`src/rtl/irqctl_pkg.sv`:
```
// Shared constants and types for the interrupt controller register interface.
// Assumes 51 sources, split as 32 lower-word and 19 upper-word bits.
package irqctl_pkg;

    localparam int NSRC = 51;
    localparam int LO_W = 32;
    localparam int HI_W = NSRC - LO_W;

    typedef logic [NSRC-1:0] srcvec_t;

    // Reset and fixed configuration, written as 64-bit values and trimmed.
    localparam logic [63:0] LEVEL_RST64 = 64'h0000_1F07_FFF8_FFFF;
    localparam logic [63:0] BOTH_RST64  = 64'h0000_00F8_0007_0000;
    localparam logic [63:0] POL_RST64   = 64'h0000_5F07_FFF8_FFFF;
    localparam logic [63:0] POL_WM64    = 64'h0007_8000_0000_0000;

    localparam srcvec_t LEVEL_RST = LEVEL_RST64[NSRC-1:0];
    localparam srcvec_t BOTH_RST  = BOTH_RST64[NSRC-1:0];
    localparam srcvec_t POL_RST   = POL_RST64[NSRC-1:0];
    localparam srcvec_t POL_WMASK = POL_WM64[NSRC-1:0];

    // Register offsets relative to the window base (lower word).
    localparam int OFF_IRQ_ST   = 'h00;
    localparam int OFF_FIQ_ST   = 'h08;
    localparam int OFF_PEND     = 'h10;
    localparam int OFF_SEL      = 'h18;
    localparam int OFF_EN_SET   = 'h20;
    localparam int OFF_EN_CLR   = 'h28;
    localparam int OFF_SW_SET   = 'h30;
    localparam int OFF_SW_CLR   = 'h38;
    localparam int OFF_LEVEL    = 'h40;
    localparam int OFF_BOTH     = 'h48;
    localparam int OFF_POL      = 'h50;
    localparam int OFF_EDGE_CLR = 'h58;
    localparam int OFF_EDGE_ST  = 'h60;

    typedef enum logic [3:0] {
        RID_NONE,
        RID_IRQ_ST,
        RID_FIQ_ST,
        RID_PEND,
        RID_SEL,
        RID_EN_SET,
        RID_EN_CLR,
        RID_SW_SET,
        RID_SW_CLR,
        RID_LEVEL,
        RID_BOTH,
        RID_POL,
        RID_EDGE_CLR,
        RID_EDGE_ST
    } reg_id_t;

endpackage

```
`src/rtl/irqctl_decode.sv`:
```
// Address decoder: maps a byte address to a register id and a word half.
// Assumes the window base is 8-byte aligned; bits 1:0 are ignored.
module irqctl_decode
    import irqctl_pkg::*;
#(
    parameter int                ADDR_W   = 17,
    parameter logic [ADDR_W-1:0] WIN_BASE = 'h80
) (
    input  logic [ADDR_W-1:0] addr,
    output reg_id_t           rid,
    output logic              upper
);

    logic [ADDR_W-1:0] rel;
    logic [ADDR_W-1:0] off;

    // Split the relative address into the word half and the register offset.
    always_comb begin
        rel   = addr - WIN_BASE;
        upper = rel[2];
        off   = {rel[ADDR_W-1:3], 3'b000};
    end

    // Look up the register id; anything outside the window is none.
    always_comb begin
        rid = RID_NONE;
        if (addr >= WIN_BASE) begin
            case (off)
                ADDR_W'(OFF_IRQ_ST):   rid = RID_IRQ_ST;
                ADDR_W'(OFF_FIQ_ST):   rid = RID_FIQ_ST;
                ADDR_W'(OFF_PEND):     rid = RID_PEND;
                ADDR_W'(OFF_SEL):      rid = RID_SEL;
                ADDR_W'(OFF_EN_SET):   rid = RID_EN_SET;
                ADDR_W'(OFF_EN_CLR):   rid = RID_EN_CLR;
                ADDR_W'(OFF_SW_SET):   rid = RID_SW_SET;
                ADDR_W'(OFF_SW_CLR):   rid = RID_SW_CLR;
                ADDR_W'(OFF_LEVEL):    rid = RID_LEVEL;
                ADDR_W'(OFF_BOTH):     rid = RID_BOTH;
                ADDR_W'(OFF_POL):      rid = RID_POL;
                ADDR_W'(OFF_EDGE_CLR): rid = RID_EDGE_CLR;
                ADDR_W'(OFF_EDGE_ST):  rid = RID_EDGE_ST;
                default:               rid = RID_NONE;
            endcase
        end
    end

endmodule

```
`src/rtl/irqctl_state.sv`:
```
// Writable state: enable mask, select mask, the writable polarity bits,
// and the registered edge-clear request.
// Assumes writes are single-cycle strobes; reset is synchronous active-low.
module irqctl_state
    import irqctl_pkg::*;
(
    input  logic    clk,
    input  logic    rst_n,
    input  logic    wr,
    input  reg_id_t rid,
    input  logic    upper,
    input  logic [LO_W-1:0] wdata,
    output srcvec_t en_q,
    output srcvec_t sel_q,
    output srcvec_t pol,
    output srcvec_t pend_clr
);

    srcvec_t wvec;

    // Place the write word on its half of the source vector; drop the extra high bits.
    always_comb begin
        if (upper) wvec = {wdata[HI_W-1:0], {LO_W{1'b0}}};
        else       wvec = {{HI_W{1'b0}}, wdata};
    end

    // Enable mask: ones written to the set address set, ones written to the clear address clear.
    always_ff @(posedge clk) begin
        if (!rst_n)                       en_q <= '0;
        else if (wr && rid == RID_EN_SET) en_q <= en_q | wvec;
        else if (wr && rid == RID_EN_CLR) en_q <= en_q & ~wvec;
    end

    // Select mask: replace only the addressed half.
    always_ff @(posedge clk) begin
        if (!rst_n) sel_q <= '0;
        else if (wr && rid == RID_SEL) begin
            if (upper) sel_q <= {wdata[HI_W-1:0], sel_q[LO_W-1:0]};
            else       sel_q <= {sel_q[NSRC-1:LO_W], wdata};
        end
    end

    // Clear request: a one-cycle pulse, masked to edge-triggered sources.
    always_ff @(posedge clk) begin
        if (!rst_n)                         pend_clr <= '0;
        else if (wr && rid == RID_EDGE_CLR) pend_clr <= wvec & ~LEVEL_RST;
        else                                pend_clr <= '0;
    end

    // Polarity: a flop only where the mask allows a write, a constant elsewhere.
    for (genvar g = 0; g < NSRC; g++) begin : g_pol
        if (POL_WMASK[g]) begin : g_wr
            logic bit_q;
            // Writable polarity bit, loaded only from upper-word writes.
            always_ff @(posedge clk) begin
                if (!rst_n)                              bit_q <= POL_RST[g];
                else if (wr && rid == RID_POL && upper)  bit_q <= wvec[g];
            end
            assign pol[g] = bit_q;
        end else begin : g_fix
            assign pol[g] = POL_RST[g];
        end
    end

endmodule

```
`src/rtl/irqctl_route.sv`:
```
// Routing: combines pending, enable and select into per-line vectors and
// registered IRQ and FIQ outputs. Assumes pending is synchronous to clk.
module irqctl_route
    import irqctl_pkg::*;
(
    input  logic    clk,
    input  logic    rst_n,
    input  srcvec_t pend,
    input  srcvec_t en_q,
    input  srcvec_t sel_q,
    output srcvec_t irq_vec,
    output srcvec_t fiq_vec,
    output logic    irq_o,
    output logic    fiq_o
);

    // Per-source active vectors for each line.
    always_comb begin
        fiq_vec = pend & en_q & sel_q;
        irq_vec = pend & en_q & ~sel_q;
    end

    // Register the OR-reduced lines.
    always_ff @(posedge clk) begin
        if (!rst_n) begin
            irq_o <= 1'b0;
            fiq_o <= 1'b0;
        end else begin
            irq_o <= |irq_vec;
            fiq_o <= |fiq_vec;
        end
    end

endmodule

```
`src/rtl/irqctl_rdmux.sv`:
```
// Read path: selects the 51-bit value for a register id, takes the addressed
// half, and registers it on a read strobe. Write-only and unmapped ids read zero.
module irqctl_rdmux
    import irqctl_pkg::*;
(
    input  logic    clk,
    input  logic    rst_n,
    input  logic    rd,
    input  reg_id_t rid,
    input  logic    upper,
    input  srcvec_t pend,
    input  srcvec_t en_q,
    input  srcvec_t sel_q,
    input  srcvec_t pol,
    input  srcvec_t irq_vec,
    input  srcvec_t fiq_vec,
    output logic [LO_W-1:0] rdata
);

    srcvec_t         val;
    logic [LO_W-1:0] word;

    // Choose the full-width register value.
    always_comb begin
        case (rid)
            RID_IRQ_ST:  val = irq_vec;
            RID_FIQ_ST:  val = fiq_vec;
            RID_PEND:    val = pend;
            RID_SEL:     val = sel_q;
            RID_EN_SET:  val = en_q;
            RID_LEVEL:   val = LEVEL_RST;
            RID_BOTH:    val = BOTH_RST;
            RID_POL:     val = pol;
            RID_EDGE_ST: val = pend & ~LEVEL_RST;
            default:     val = '0;
        endcase
    end

    // Take the addressed half, zero-extending the upper word.
    always_comb begin
        if (upper) word = {{(LO_W-HI_W){1'b0}}, val[NSRC-1:LO_W]};
        else       word = val[LO_W-1:0];
    end

    // Load the read data on a strobe; hold otherwise.
    always_ff @(posedge clk) begin
        if (!rst_n)  rdata <= '0;
        else if (rd) rdata <= word;
    end

endmodule

```
`src/rtl/irqctl_regs.sv`:
```
// Top of the interrupt controller register interface. It decodes the bus,
// holds the enable and select masks, routes pending sources to IRQ or FIQ,
// and drives the trigger configuration and edge-clear requests to the
// detection block. Assumes a single synchronous bus port and an active-low
// synchronous reset.
module irqctl_regs
    import irqctl_pkg::*;
#(
    parameter int                ADDR_W   = 17,
    parameter logic [ADDR_W-1:0] WIN_BASE = 'h80
) (
    input  logic              clk,
    input  logic              rst_n,
    input  logic [ADDR_W-1:0] bus_addr,
    input  logic              bus_wr,
    input  logic              bus_rd,
    input  logic [LO_W-1:0]   bus_wdata,
    output logic [LO_W-1:0]   bus_rdata,
    input  logic [NSRC-1:0]   src_pend,
    output logic [NSRC-1:0]   pend_clr,
    output logic [NSRC-1:0]   cfg_level,
    output logic [NSRC-1:0]   cfg_both,
    output logic [NSRC-1:0]   cfg_high,
    output logic              irq_o,
    output logic              fiq_o
);

    reg_id_t rid;
    logic    upper;
    srcvec_t en_q;
    srcvec_t sel_q;
    srcvec_t pol;
    srcvec_t irq_vec;
    srcvec_t fiq_vec;

    irqctl_decode #(.ADDR_W(ADDR_W), .WIN_BASE(WIN_BASE)) u_dec (
        .addr  (bus_addr),
        .rid   (rid),
        .upper (upper)
    );

    irqctl_state u_state (
        .clk      (clk),
        .rst_n    (rst_n),
        .wr       (bus_wr),
        .rid      (rid),
        .upper    (upper),
        .wdata    (bus_wdata),
        .en_q     (en_q),
        .sel_q    (sel_q),
        .pol      (pol),
        .pend_clr (pend_clr)
    );

    irqctl_route u_route (
        .clk     (clk),
        .rst_n   (rst_n),
        .pend    (src_pend),
        .en_q    (en_q),
        .sel_q   (sel_q),
        .irq_vec (irq_vec),
        .fiq_vec (fiq_vec),
        .irq_o   (irq_o),
        .fiq_o   (fiq_o)
    );

    irqctl_rdmux u_rd (
        .clk     (clk),
        .rst_n   (rst_n),
        .rd      (bus_rd),
        .rid     (rid),
        .upper   (upper),
        .pend    (src_pend),
        .en_q    (en_q),
        .sel_q   (sel_q),
        .pol     (pol),
        .irq_vec (irq_vec),
        .fiq_vec (fiq_vec),
        .rdata   (bus_rdata)
    );

    // Configuration driven to the detection block.
    assign cfg_level = LEVEL_RST;
    assign cfg_both  = BOTH_RST;
    assign cfg_high  = pol;

endmodule

```
`config.mk`:
```
export PLATFORM = sky130hd
export DESIGN_NAME = irqctl_regs
export DESIGN_NICKNAME = d
export VERILOG_FILES = /design/src/rtl/irqctl_pkg.sv /design/src/rtl/irqctl_decode.sv /design/src/rtl/irqctl_state.sv /design/src/rtl/irqctl_route.sv /design/src/rtl/irqctl_rdmux.sv /design/src/rtl/irqctl_regs.sv
export SDC_FILE = /design/constraint.sdc
export NUM_CORES = 1
export LEC_CHECK = 0
export BUFFER_PORTS_ARGS = -buffer_cell sky130_fd_sc_hd__buf_2
export CAP_MARGIN = 20
export CORE_ASPECT_RATIO = 0.6
export CORE_MARGIN = 2
export CORE_UTILIZATION = 50
export DETAILED_ROUTE_END_ITERATION = 16
export HOLD_SLACK_MARGIN = 0.12
export PLACE_DENSITY = 0.88
export SKIP_CTS_REPAIR_TIMING = 1
export SYNTH_ARGS = -nofsm -noshare
export SYNTH_HDL_FRONTEND = slang
export SYNTH_SLANG_ARGS = --single-unit
```
`constraint.sdc`:
```
create_clock -name clk -period 4.45 [get_ports clk]
set_input_delay 0.445 -clock clk [delete_from_list [all_inputs] [get_ports clk]]
set_output_delay 0.445 -clock clk [all_outputs]
set_load 0.05 [all_outputs]
```
---- After elaboration in Yosys (flattened, before gate mapping) ----
Cells that the tools add are included.
word-level totals
  register bits ........................... 191
  bits of input ports ..................... 104
  logic and storage cells ................. 65
operators by class
  add/subtract/negate cells ............... 1
  order comparisons ....................... 1
  eq/ne operators ......................... 23
  multiplexer cells ....................... 7
  bitwise operators ....................... 8
  reductions and logical operators ........ 13
operators with widths
  operator                                                                               count
  51-bit case mux with 9 select lines                                                    1
  51-bit AND                                                                             4
  51-bit two-way mux                                                                     3
  51-bit inverter                                                                        2
  51-bit OR reduction                                                                    2
  14-bit by 4-bit equality test with 1-bit output (second input constant)                5
  14-bit by 3-bit equality test with 1-bit output (second input constant)                4
  4-bit case mux with 13 select lines                                                    1
  51-bit OR                                                                              1
  32-bit two-way mux                                                                     1
  14-bit by 2-bit equality test with 1-bit output (second input constant)                2
  4-bit equality test (second input constant)                                            5
  17-bit by 8-bit greater-or-equal comparator with 1-bit output (second input constant)  1
  17-bit logical NOT                                                                     1
  17-bit by 8-bit subtractor with 17-bit output (second input constant)                  1
  14-bit by 1-bit equality test with 1-bit output (second input constant)                1
  4-bit by 3-bit equality test with 1-bit output (second input constant)                 3
  4-bit by 2-bit equality test with 1-bit output (second input constant)                 2
  1-bit logical AND                                                                      6
  2-bit AND reduction                                                                    3
  4-bit by 1-bit equality test with 1-bit output (second input constant)                 1
  4-bit two-way mux                                                                      1
  2-bit nonzero test                                                                     1
  1-bit inverter                                                                         1

---- Logic depth before layout (Yosys ltp) ----
Gate-level depths: netlist of run 1.
  depth after elaboration ................. 8
  gate-level depth with buffers ........... 9
  mapped depth without buffers ............ 6

---- Cells and area by module ----
A second synthesis of run 1 with hierarchy kept.
second synthesis, totals
  cells, all modules ...................... 1462
  area, all modules ....................... 11636.2 sq um
modules (own cells, without submodules)
  module         instances  cells each  area each (sq um)  seq. area each (sq um)
  irqctl_state   1          603         5452.7             2402.3
  irqctl_rdmux   1          544         4124.0             640.6
  irqctl_route   1          195         1156.1             40.0
  irqctl_regs    1          104         773.2              0.0
  irqctl_decode  1          16          130.1              0.0

---- Least setup slack after synthesis of run 1 ----
OpenSTA, ideal clock, no wires.
  kind .................................... input port to flip-flop
  from .................................... in bus_addr[11]
  to ...................................... reg u_state.sel_q[10]
  arrival ................................. 2.268 ns
  setup slack ............................. 2.050 ns
  cell stages on the path ................. 9
  buffers on the path ..................... 3
  cells stage by stage .................... or4_1 > buf_2 > nor4_4 > nand2_1 > or2_1 > clkbuf_1 > clkbuf_1 > nand2_1 > a21oi_1
on the way
  longest elaborated chain between the ends .. 7
RTL lines
  element                                                                        line                 text
  from (decl)                                                                    irqctl_regs.sv:14    input logic [ADDR_W-1:0] bus_addr,
  17-bit by 8-bit subtractor with 17-bit output                                  irqctl_decode.sv:19  rel = addr - WIN_BASE;
  14-bit by 4-bit equality test with 1-bit output, or another cell as far along  irqctl_decode.sv:28  case (off)
  4-bit case mux with 13 select lines                                            irqctl_decode.sv:28
  4-bit two-way mux (*)                                                          irqctl_decode.sv:27  if (addr >= WIN_BASE) begin
  4-bit by 3-bit equality test with 1-bit output (*)                             irqctl_state.sv:37   else if (wr && rid == RID_SEL) begin
  1-bit logical AND (*)                                                          irqctl_state.sv:37
  2-bit AND reduction (no line) (*)                                              --
  to (signal assigned)                                                           irqctl_state.sv:38   if (upper) sel_q <= {wdata[HI_W-1:0], sel_q[LO_W-1:0]};
  to (signal assigned)                                                           irqctl_state.sv:39   else sel_q <= {sel_q[NSRC-1:LO_W], wdata};
  to (decl)                                                                      irqctl_state.sv:14   output srcvec_t sel_q,
Every way passes the cells marked *; elsewhere a longest branch is shown, timed or not.
A chain may end at the register's enable or synchronous reset.

---- Final worst setup path of run 1 ----
  from .................................... in bus_addr[11]
  to ...................................... reg u_rd.rdata[3]
on the way
  longest elaborated chain between the ends .. 7
RTL lines
  element                                                                        line                 text
  17-bit by 8-bit subtractor with 17-bit output                                  irqctl_decode.sv:19
  14-bit by 4-bit equality test with 1-bit output, or another cell as far along  irqctl_decode.sv:28
  4-bit case mux with 13 select lines                                            irqctl_decode.sv:28
  4-bit two-way mux (*)                                                          irqctl_decode.sv:27
  4-bit equality test, or another cell as far along                              irqctl_rdmux.sv:25   case (rid)
  51-bit case mux with 9 select lines (*)                                        irqctl_rdmux.sv:25
  32-bit two-way mux (*)                                                         irqctl_rdmux.sv:41   if (upper) word = {{(LO_W-HI_W){1'b0}}, val[NSRC-1:LO_W]};
  to (signal assigned)                                                           irqctl_rdmux.sv:48   else if (rd) rdata <= word;
  to (decl)                                                                      irqctl_rdmux.sv:17   output logic [LO_W-1:0] rdata
Marks and branches as above.

==> metrics.txt, run 1 <==
# TYPE chip_impl_metric gauge
chip_impl_metric{name="drtIter0Drc",unit=""} 2041
chip_impl_metric{name="numClockSinks",unit=""} 154
chip_impl_metric{name="floorplan.die_area",unit="µm²"} 22080
chip_impl_metric{name="grt_usage",unit="%"} 38.68
chip_impl_info{name="critical_path.startpoint",value="bus_addr[11]"} 1
chip_impl_info{name="worst_hold_path_type",value="primary input to flip-flop"} 1
chip_impl_metric{name="report.final.slew_viol_count",unit=""} 0
chip_impl_metric{name="final.period_utilization",unit="%"} 66.72
chip_impl_metric{name="port_buffers",unit=""} 153
chip_impl_metric{name="power_density",unit="nW/µm²"} 318.6
chip_impl_info{name="worstSetupStartpointType",value="primary input"} 1
chip_impl_metric{name="worst_skew_pair.late_latency",unit="ns"} 0.44
chip_impl_info{name="highest_routed_layer",value="met4"} 1
chip_impl_metric{name="syn_avg_cell_area",unit="µm²"} 7.268
chip_impl_metric{name="grt_antenna_before_repair",unit=""} 2
chip_impl_metric{name="maximum_resistive_drop_on_vdd",unit="V"} 0.0002607
chip_impl_metric{name="viasPerCell",unit=""} 6.209
chip_impl_metric{name="number_of_cts_inserted_buffers",unit=""} 17
chip_impl_metric{name="drc_violation_count_after_routing",unit=""} 0
chip_impl_metric{name="grt_pass1_wl",unit="µm"} 62180
chip_impl_info{name="critical_path_cell_by_cell",value="buf_2 -> or4_1 -> nor3_4 -> buf_4 -> o2111a_1 -> nand3_2 -> o21bai_1 -> o31ai_1"} 1
chip_impl_metric{name="max-clock-path-buffers",unit=""} 2
chip_impl_metric{name="place.detailed.instances",unit=""} 1802
chip_impl_metric{name="timing.fmax",unit="MHz"} 336.8
chip_impl_metric{name="final_number_of_setup_violating_endpoints",unit=""} 0
chip_impl_metric{name="dr_wl_met2",unit="µm"} 17250
chip_impl_metric{name="path_clk_slew",unit="ns"} 0.07
chip_impl_metric{name="detail_route.wirelength.met1",unit="µm"} 18170
chip_impl_metric{name="report.final.hold_viol_count",unit=""} 0
chip_impl_metric{name="slew_headroom",unit="%"} 22.76
chip_impl_metric{name="fin_tns_setup",unit="ns"} 0
chip_impl_metric{name="ys_seq_elements",unit=""} 154
chip_impl_metric{name="max_incr_delay_on_cp",unit="ns"} 0.71
chip_impl_metric{name="floorplan.initialDensity",unit="%"} 51.62
chip_impl_metric{name="synth.distinct_cells",unit=""} 71
chip_impl_metric{name="ant_nets",unit=""} 0
chip_impl_metric{name="detailed_place_hpwl",unit="µm"} 31980
chip_impl_metric{name="nNetsFinal",unit=""} 1652
chip_impl_info{name="holdCritStartpoint",value="bus_wdata[25]"} 1
chip_impl_metric{name="drt-wirelength-per-cell",unit="µm"} 23.84
chip_impl_metric{name="setup_slack",unit="ns"} 1.481
chip_impl_metric{name="maximum_number_of_pins_on_one_net_before_global_route_repair",unit=""} 71
chip_impl_metric{name="netlist_area",unit="µm²"} 10440
chip_impl_metric{name="synth_async_sr_flop_share",unit="%"} 0
chip_impl_metric{name="final_period_minus_worst_setup_slack",unit="ns"} 2.969
chip_impl_metric{name="count_of_warnings_emitted_by_yosys",unit=""} 0
chip_impl_metric{name="floorplan.core_area",unit="µm²"} 20220
chip_impl_metric{name="worst-path-max-fanout",unit=""} 13
chip_impl_info{name="synth_ff_type",value="sky130_fd_sc_hd__dfxtp_1"} 1
chip_impl_metric{name="die_w",unit="µm"} 190.5
chip_impl_metric{name="clock_skew",unit="ns"} 0.008495
chip_impl_metric{name="grt_overflow",unit=""} 0
chip_impl_info{name="cpMaxStageDelayCell",value="sky130_fd_sc_hd__or4_1"} 1
chip_impl_metric{name="cts.htree.levels",unit=""} 4
chip_impl_metric{name="dp_worst_setup_slack",unit="ns"} 1.160
chip_impl_metric{name="ios",unit=""} 342
chip_impl_info{name="grt_setup_unrepaired",value="false"} 1
chip_impl_metric{name="detailroute.via_count",unit=""} 11390
chip_impl_info{name="critical_path.top_delay_family",value="simple AND/OR/NAND/NOR gates"} 1
chip_impl_metric{name="post_route_cells_drive_above_1_share",unit="%"} 16.53
chip_impl_info{name="worst-setup-path-type",value="primary input to flip-flop"} 1
chip_impl_metric{name="worst-path-buf-inv",unit=""} 2
chip_impl_metric{name="area_growth",unit="%"} 9.160
chip_impl_metric{name="number_of_enable_flip_flop_cells_after_synthesis",unit=""} 0
chip_impl_metric{name="synth_cells",unit=""} 1436
chip_impl_metric{name="drt_pre_antenna_iters",unit=""} 7
chip_impl_metric{name="vias_in_the_first_global_route",unit=""} 9611
chip_impl_metric{name="drv.max_cap_violation_count",unit=""} 0
chip_impl_info{name="status",value="finished clean"} 1
chip_impl_metric{name="crit_required",unit="ns"} 4.81
chip_impl_metric{name="n_antenna_cell",unit=""} 0
chip_impl_info{name="worstSetupEndpointType",value="flip-flop"} 1
chip_impl_metric{name="power.static_leakage",unit="nW"} 4.646
chip_impl_info{name="tritoncts",value="yes"} 1
chip_impl_metric{name="route.met3.wl",unit="µm"} 7207
chip_impl_metric{name="routabilityCongestion",unit=""} 1.054
chip_impl_metric{name="worst-endpoint-arrival",unit="ns"} 3.33
chip_impl_metric{name="rows",unit=""} 40
chip_impl_metric{name="die_h",unit="µm"} 115.9
chip_impl_metric{name="final_cells",unit=""} 1834
chip_impl_metric{name="worst-slew-pin-transition",unit="ns"} 1.152
chip_impl_metric{name="wirelength",unit="µm"} 43720
chip_impl_metric{name="synth_seq_area_share",unit="%"} 29.54
chip_impl_info{name="clock-root-buffer",value="sky130_fd_sc_hd__clkbuf_16"} 1
-- metrics by stage --
stage / util, % / cell area [µm²] / power, mW / hold slack (ns)
5_1_grt: 56.34 / 11390 / 3.724 / 0.2542
3_3_place_gp: 53.14 / 10750 / 2.002 / 0.4635
4_1_cts: 56.34 / 11390 / 3.611 / 0.2385
3_5_place_dp: 53.14 / 10750 / 2.005 / 0.4805
6_report: 56.34 / 11390 / 3.629 / 0.2448
2_1_floorplan: - / 11130 / 1.995 / 0.4449
-- synth_stat cells, types with 12 or more instances --
cell | instances | area share (%)
sky130_fd_sc_hd__buf_2 | 21 | 1.0
sky130_fd_sc_hd__clkbuf_1 | 57 | 2.1
sky130_fd_sc_hd__inv_1 | 22 | 0.79
sky130_fd_sc_hd__nor2_1 | 73 | 2.6
sky130_fd_sc_hd__nor2b_1 | 21 | 1.3
sky130_fd_sc_hd__and3_1 | 12 | 0.72
sky130_fd_sc_hd__a21oi_1 | 134 | 6.4
sky130_fd_sc_hd__o21ai_0 | 65 | 3.1
sky130_fd_sc_hd__buf_4 | 194 | 14
sky130_fd_sc_hd__a31o_2 | 19 | 1.6
sky130_fd_sc_hd__nand4_1 | 13 | 0.78
sky130_fd_sc_hd__a31oi_1 | 21 | 1.3
sky130_fd_sc_hd__o22ai_1 | 25 | 1.5
sky130_fd_sc_hd__nor4_1 | 13 | 0.78
sky130_fd_sc_hd__nand2b_1 | 12 | 0.72
sky130_fd_sc_hd__nand2_1 | 283 | 10
sky130_fd_sc_hd__mux2i_1 | 37 | 3.5
sky130_fd_sc_hd__nand3_1 | 73 | 3.5
sky130_fd_sc_hd__nor3_1 | 12 | 0.58
sky130_fd_sc_hd__dfxtp_1 | 154 | 30
-- tightest hold or removal path, delay by kind of cell --
family | cells | cell delay (ns)
compound gates | 1 | 0.05
simple gates | 1 | 0.05
buf+inv | 1 | 0.10
-- power breakdown --
part / internal [mW] / leakage [nW] / switching (mW) / total, mW
registers: 1.38 / 1.24 / 0.0000200 / 1.38
clock network: 0.971 / 0.316 / 0.665 / 1.64
logic: 0.0758 / 3.09 / 0.540 / 0.616
-- routing by layer --
metal	vias up	GRT usage (%)
met1	5391	57.46
met4	0	12.35
met5	-	0.6410
met2	974	52.24
met3	91	11.93
li1	4931	-
-- final timing paths --
kind	end	slack [ns]	cells after the start
max	u_rd.rdata[3]	1.48	8
min	u_state.sel_q[25]	0.24	3
max reg2reg	u_route.fiq_o	2.75	5
min reg2reg	u_state.sel_q[49]	0.49	2
-- cell families (layout without fill, tap and decap cells) --
| family | Yosys count | after routing | share of synthesized area, % |
|---|---|---|---|
| AO/OA/AOI/OAI | 369 | 369 | 22.62 |
| XOR/XNOR | 11 | 11 | 0.9231 |
| buffers and inverters | 299 | 240 | 17.98 |
| flip-flops | 154 | 154 | 29.54 |
| multiplexers | 37 | 37 | 3.549 |
| other | 2 | 186 | 0.07196 |
| AND/OR/NAND/NOR | 564 | 564 | 25.31 |
-- layout make-up --
cell class	instances	area (µm²)
fill	1927	8827
multi-input combinational	1167	6200
sequential	154	3083
timing repair buffer	186	1039
clock buffer	18	439.2
tap	273	341.6
clock inverter	14	207.7
inverter	22	82.58
-- placed cells by master, fill, tap and decap left out, types with 4 or more instances in the layout --
master and instances:
sky130_fd_sc_hd__o2111ai_1 9, sky130_fd_sc_hd__a211oi_1 11, sky130_fd_sc_hd__a31oi_1 21, sky130_fd_sc_hd__nor2_1 72
sky130_fd_sc_hd__a31o_2 19, sky130_fd_sc_hd__or3_1 6, sky130_fd_sc_hd__nor3_1 11, sky130_fd_sc_hd__xnor2_1 11
sky130_fd_sc_hd__dfxtp_1 154, sky130_fd_sc_hd__and2_1 4, sky130_fd_sc_hd__a32oi_1 5, sky130_fd_sc_hd__nand2_1 283
sky130_fd_sc_hd__nor2b_1 21, sky130_fd_sc_hd__o2bb2ai_1 4, sky130_fd_sc_hd__clkbuf_16 17, sky130_fd_sc_hd__nor3b_1 10
sky130_fd_sc_hd__o22ai_1 25, sky130_fd_sc_hd__a311oi_1 7, sky130_fd_sc_hd__o21ai_0 65, sky130_fd_sc_hd__and3_1 12
sky130_fd_sc_hd__a221oi_1 9, sky130_fd_sc_hd__nand4_1 13, sky130_fd_sc_hd__buf_4 31, sky130_fd_sc_hd__nand2b_1 12
sky130_fd_sc_hd__buf_2 153, sky130_fd_sc_hd__nand3_1 73, sky130_fd_sc_hd__a22oi_1 6, sky130_fd_sc_hd__conb_1 186
sky130_fd_sc_hd__nor4_1 11, sky130_fd_sc_hd__bufinv_16 4, sky130_fd_sc_hd__mux2i_1 37, sky130_fd_sc_hd__a21oi_1 134
sky130_fd_sc_hd__inv_6 5, sky130_fd_sc_hd__o211ai_1 11, sky130_fd_sc_hd__inv_1 21, sky130_fd_sc_hd__nand3b_1 9
sky130_fd_sc_hd__o221ai_1 6
No activity file was read; power rests on OpenSTA's default activity.
==> run 2, diff against run 1 <==
==> constraint.sdc (replaced) <==
create_clock -name clk -period 3 [get_ports clk]
set_input_delay 0.3 -clock clk [delete_from_list [all_inputs] [get_ports clk]]
set_output_delay 0.3 -clock clk [all_outputs]
set_load 0.05 [all_outputs]
==> metrics.txt, run 2 (same netlist as run 1, synthesis figures left out) <==
# TYPE chip_impl_metric gauge
chip_impl_info{name="status",value="finished clean"} 1
chip_impl_metric{name="grt_overflow",unit=""} 0
chip_impl_info{name="worst_r2r_endpoint",value="u_route.fiq_o"} 1
chip_impl_metric{name="number_of_cells_on_the_worst_reg_to_reg_path",unit=""} 5
chip_impl_metric{name="ant_nets",unit=""} 0
chip_impl_metric{name="timing.hold.ws",unit="ns"} 0.1031
chip_impl_metric{name="count_of_fill_cells_added_during_filler_insertion",unit=""} 1921
chip_impl_metric{name="number_of_cts_inserted_buffers",unit=""} 17
chip_impl_info{name="worstSetupStartpointType",value="primary input"} 1
chip_impl_info{name="worst-setup-path-type",value="primary input to flip-flop"} 1
chip_impl_metric{name="drt-wirelength-per-cell",unit="µm"} 24.15
chip_impl_info{name="mostFrequentLayoutCell",value="sky130_fd_sc_hd__nand2_1"} 1
chip_impl_metric{name="floorplan.core_area",unit="µm²"} 20220
chip_impl_metric{name="totalPowerFinal",unit="mW"} 5.402
chip_impl_metric{name="floorplan.die_area",unit="µm²"} 22080
chip_impl_metric{name="setup_slack",unit="ns"} 0.5359
chip_impl_info{name="whs_endpoint",value="u_state.sel_q[28]"} 1
chip_impl_metric{name="port_buffers",unit=""} 153
chip_impl_metric{name="ios",unit=""} 342
chip_impl_metric{name="hold_depth",unit=""} 3
chip_impl_metric{name="drc_violation_count_after_routing",unit=""} 0
chip_impl_metric{name="detailed_place_hpwl",unit="µm"} 33990
chip_impl_metric{name="routabilityCongestion",unit=""} 1.050
chip_impl_metric{name="power_density",unit="nW/µm²"} 461.0
chip_impl_metric{name="worst-endpoint-arrival",unit="ns"} 2.85
chip_impl_metric{name="detailroute.via_count",unit=""} 11430
chip_impl_metric{name="path_clk_slew",unit="ns"} 0.06
chip_impl_metric{name="numClockSinks",unit=""} 154
chip_impl_metric{name="nNetsFinal",unit=""} 1690
chip_impl_metric{name="timing.fmax",unit="MHz"} 405.8
chip_impl_metric{name="worst_skew_pair.late_latency",unit="ns"} 0.45
chip_impl_metric{name="max-clock-path-buffers",unit=""} 2
chip_impl_metric{name="post_route_cells_drive_above_1_share",unit="%"} 18.09
chip_impl_metric{name="slew_headroom",unit="%"} 26.73
chip_impl_metric{name="viasPerCell",unit=""} 6.107
chip_impl_info{name="grt_setup_unrepaired",value="false"} 1
chip_impl_metric{name="maximum_resistive_drop_on_vdd",unit="V"} 0.0003827
chip_impl_metric{name="vias_in_the_first_global_route",unit=""} 9947
chip_impl_metric{name="grt_usage",unit="%"} 39.94
chip_impl_metric{name="drt_pre_antenna_iters",unit=""} 6
chip_impl_metric{name="cts.htree.levels",unit=""} 4
chip_impl_info{name="worst_hold_path_type",value="primary input to flip-flop"} 1
chip_impl_metric{name="report.final.slew_viol_count",unit=""} 0
chip_impl_metric{name="worst-r2r-setup-slack",unit="ns"} 1.18
chip_impl_metric{name="rows",unit=""} 40
chip_impl_metric{name="crit_required",unit="ns"} 3.39
chip_impl_metric{name="finish.instance_area",unit="µm²"} 11720
chip_impl_metric{name="route.met3.wl",unit="µm"} 7143
chip_impl_metric{name="grt_pass1_wl",unit="µm"} 64360
chip_impl_metric{name="final_cells",unit=""} 1871
chip_impl_metric{name="n_antenna_cell",unit=""} 0
chip_impl_metric{name="place.detailed.instances",unit=""} 1838
chip_impl_metric{name="worst-path-max-fanout",unit=""} 8
chip_impl_metric{name="clock_skew",unit="ns"} 0.007958
chip_impl_metric{name="wirelength",unit="µm"} 45190
chip_impl_metric{name="drtIter0Drc",unit=""} 2040
chip_impl_metric{name="detail_route.wirelength.met1",unit="µm"} 18730
chip_impl_metric{name="floorplan.initialDensity",unit="%"} 51.62
chip_impl_metric{name="final_period_minus_worst_setup_slack",unit="ns"} 2.464
chip_impl_metric{name="layout.core_utilization",unit="%"} 57.95
chip_impl_info{name="layout.cells.most_common_list",value="283 x sky130_fd_sc_hd__nand2_1, 186 x sky130_fd_sc_hd__conb_1, 154 x sky130_fd_sc_hd__dfxtp_1"} 1
chip_impl_metric{name="area_growth",unit="%"} 12.28
chip_impl_metric{name="die_h",unit="µm"} 115.9
chip_impl_metric{name="worst-slew-pin-transition",unit="ns"} 1.084
chip_impl_metric{name="die_w",unit="µm"} 190.5
chip_impl_metric{name="final_number_of_setup_violating_endpoints",unit=""} 0
chip_impl_metric{name="grt_antenna_before_repair",unit=""} 0
chip_impl_metric{name="final.period_utilization",unit="%"} 82.14
chip_impl_info{name="highest_routed_layer",value="met4"} 1
chip_impl_metric{name="fin_tns_setup",unit="ns"} 0
chip_impl_metric{name="power.static_leakage",unit="nW"} 4.837
chip_impl_info{name="holdCritStartpoint",value="bus_wdata[28]"} 1
chip_impl_metric{name="maximum_number_of_pins_on_one_net_before_global_route_repair",unit=""} 48
chip_impl_metric{name="post_detailed_placement_cell_area",unit="µm²"} 11060
chip_impl_info{name="tritoncts",value="yes"} 1
chip_impl_metric{name="report.final.hold_viol_count",unit=""} 0
chip_impl_info{name="clock-root-buffer",value="sky130_fd_sc_hd__clkbuf_16"} 1
chip_impl_metric{name="dp_worst_setup_slack",unit="ns"} 0.2459
chip_impl_metric{name="dr_wl_met2",unit="µm"} 17950
chip_impl_metric{name="drv.max_cap_violation_count",unit=""} 0
chip_impl_info{name="worstSetupEndpointType",value="flip-flop"} 1
## run 2: final cells by class
type	instances	area, µm²	share of cell area [%]
clock buffer	22	474.2	4.047
multi-input combinational	1167	6195	52.87
timing repair buffer	224	1379	11.77
sequential	154	3083	26.31
inverter	22	82.58	0.7048
tap	273	341.6	2.915
clock inverter	9	162.7	1.388
## run 2: worst max-delay path: stages
cell and delay [ns]:
sky130_fd_sc_hd__buf_2 0.10, sky130_fd_sc_hd__nor4_1 0.45, sky130_fd_sc_hd__nand3_1 0.53, sky130_fd_sc_hd__nor4_1 1.05, sky130_fd_sc_hd__buf_4 0.26, sky130_fd_sc_hd__and3_1 0.15
## run 2: worst max-delay path by stage
stage / startpoint / endpoint
2_1_floorplan: bus_addr[11] / u_state.sel_q[10]
3_3_place_gp: bus_addr[11] / flip-flop
3_5_place_dp: bus_addr[11] / u_state.pend_clr[49]
4_1_cts: bus_addr[11] / u_state.pend_clr[49]
5_1_grt: bus_addr[11] / u_state.pend_clr[45]
6_report: bus_addr[11] / u_state.pend_clr[49]
## run 2: power breakdown
group          internal, mW  switching [mW]  total [mW]  leakage [nW]
Clock                  1.46           0.948        2.41         0.307
Combinational         0.133           0.815       0.947          3.29
Sequential             2.04       0.0000308        2.04          1.24
Total                  3.64            1.76        5.40          4.84
## run 2: routing by layer
layer | track usage [%] | vias up
met3 | 13.78 | 102
met2 | 55.52 | 954
met1 | 57.30 | 5371
met4 | 12.71 | 0
met5 | 0 | -
li1 | - | 4999
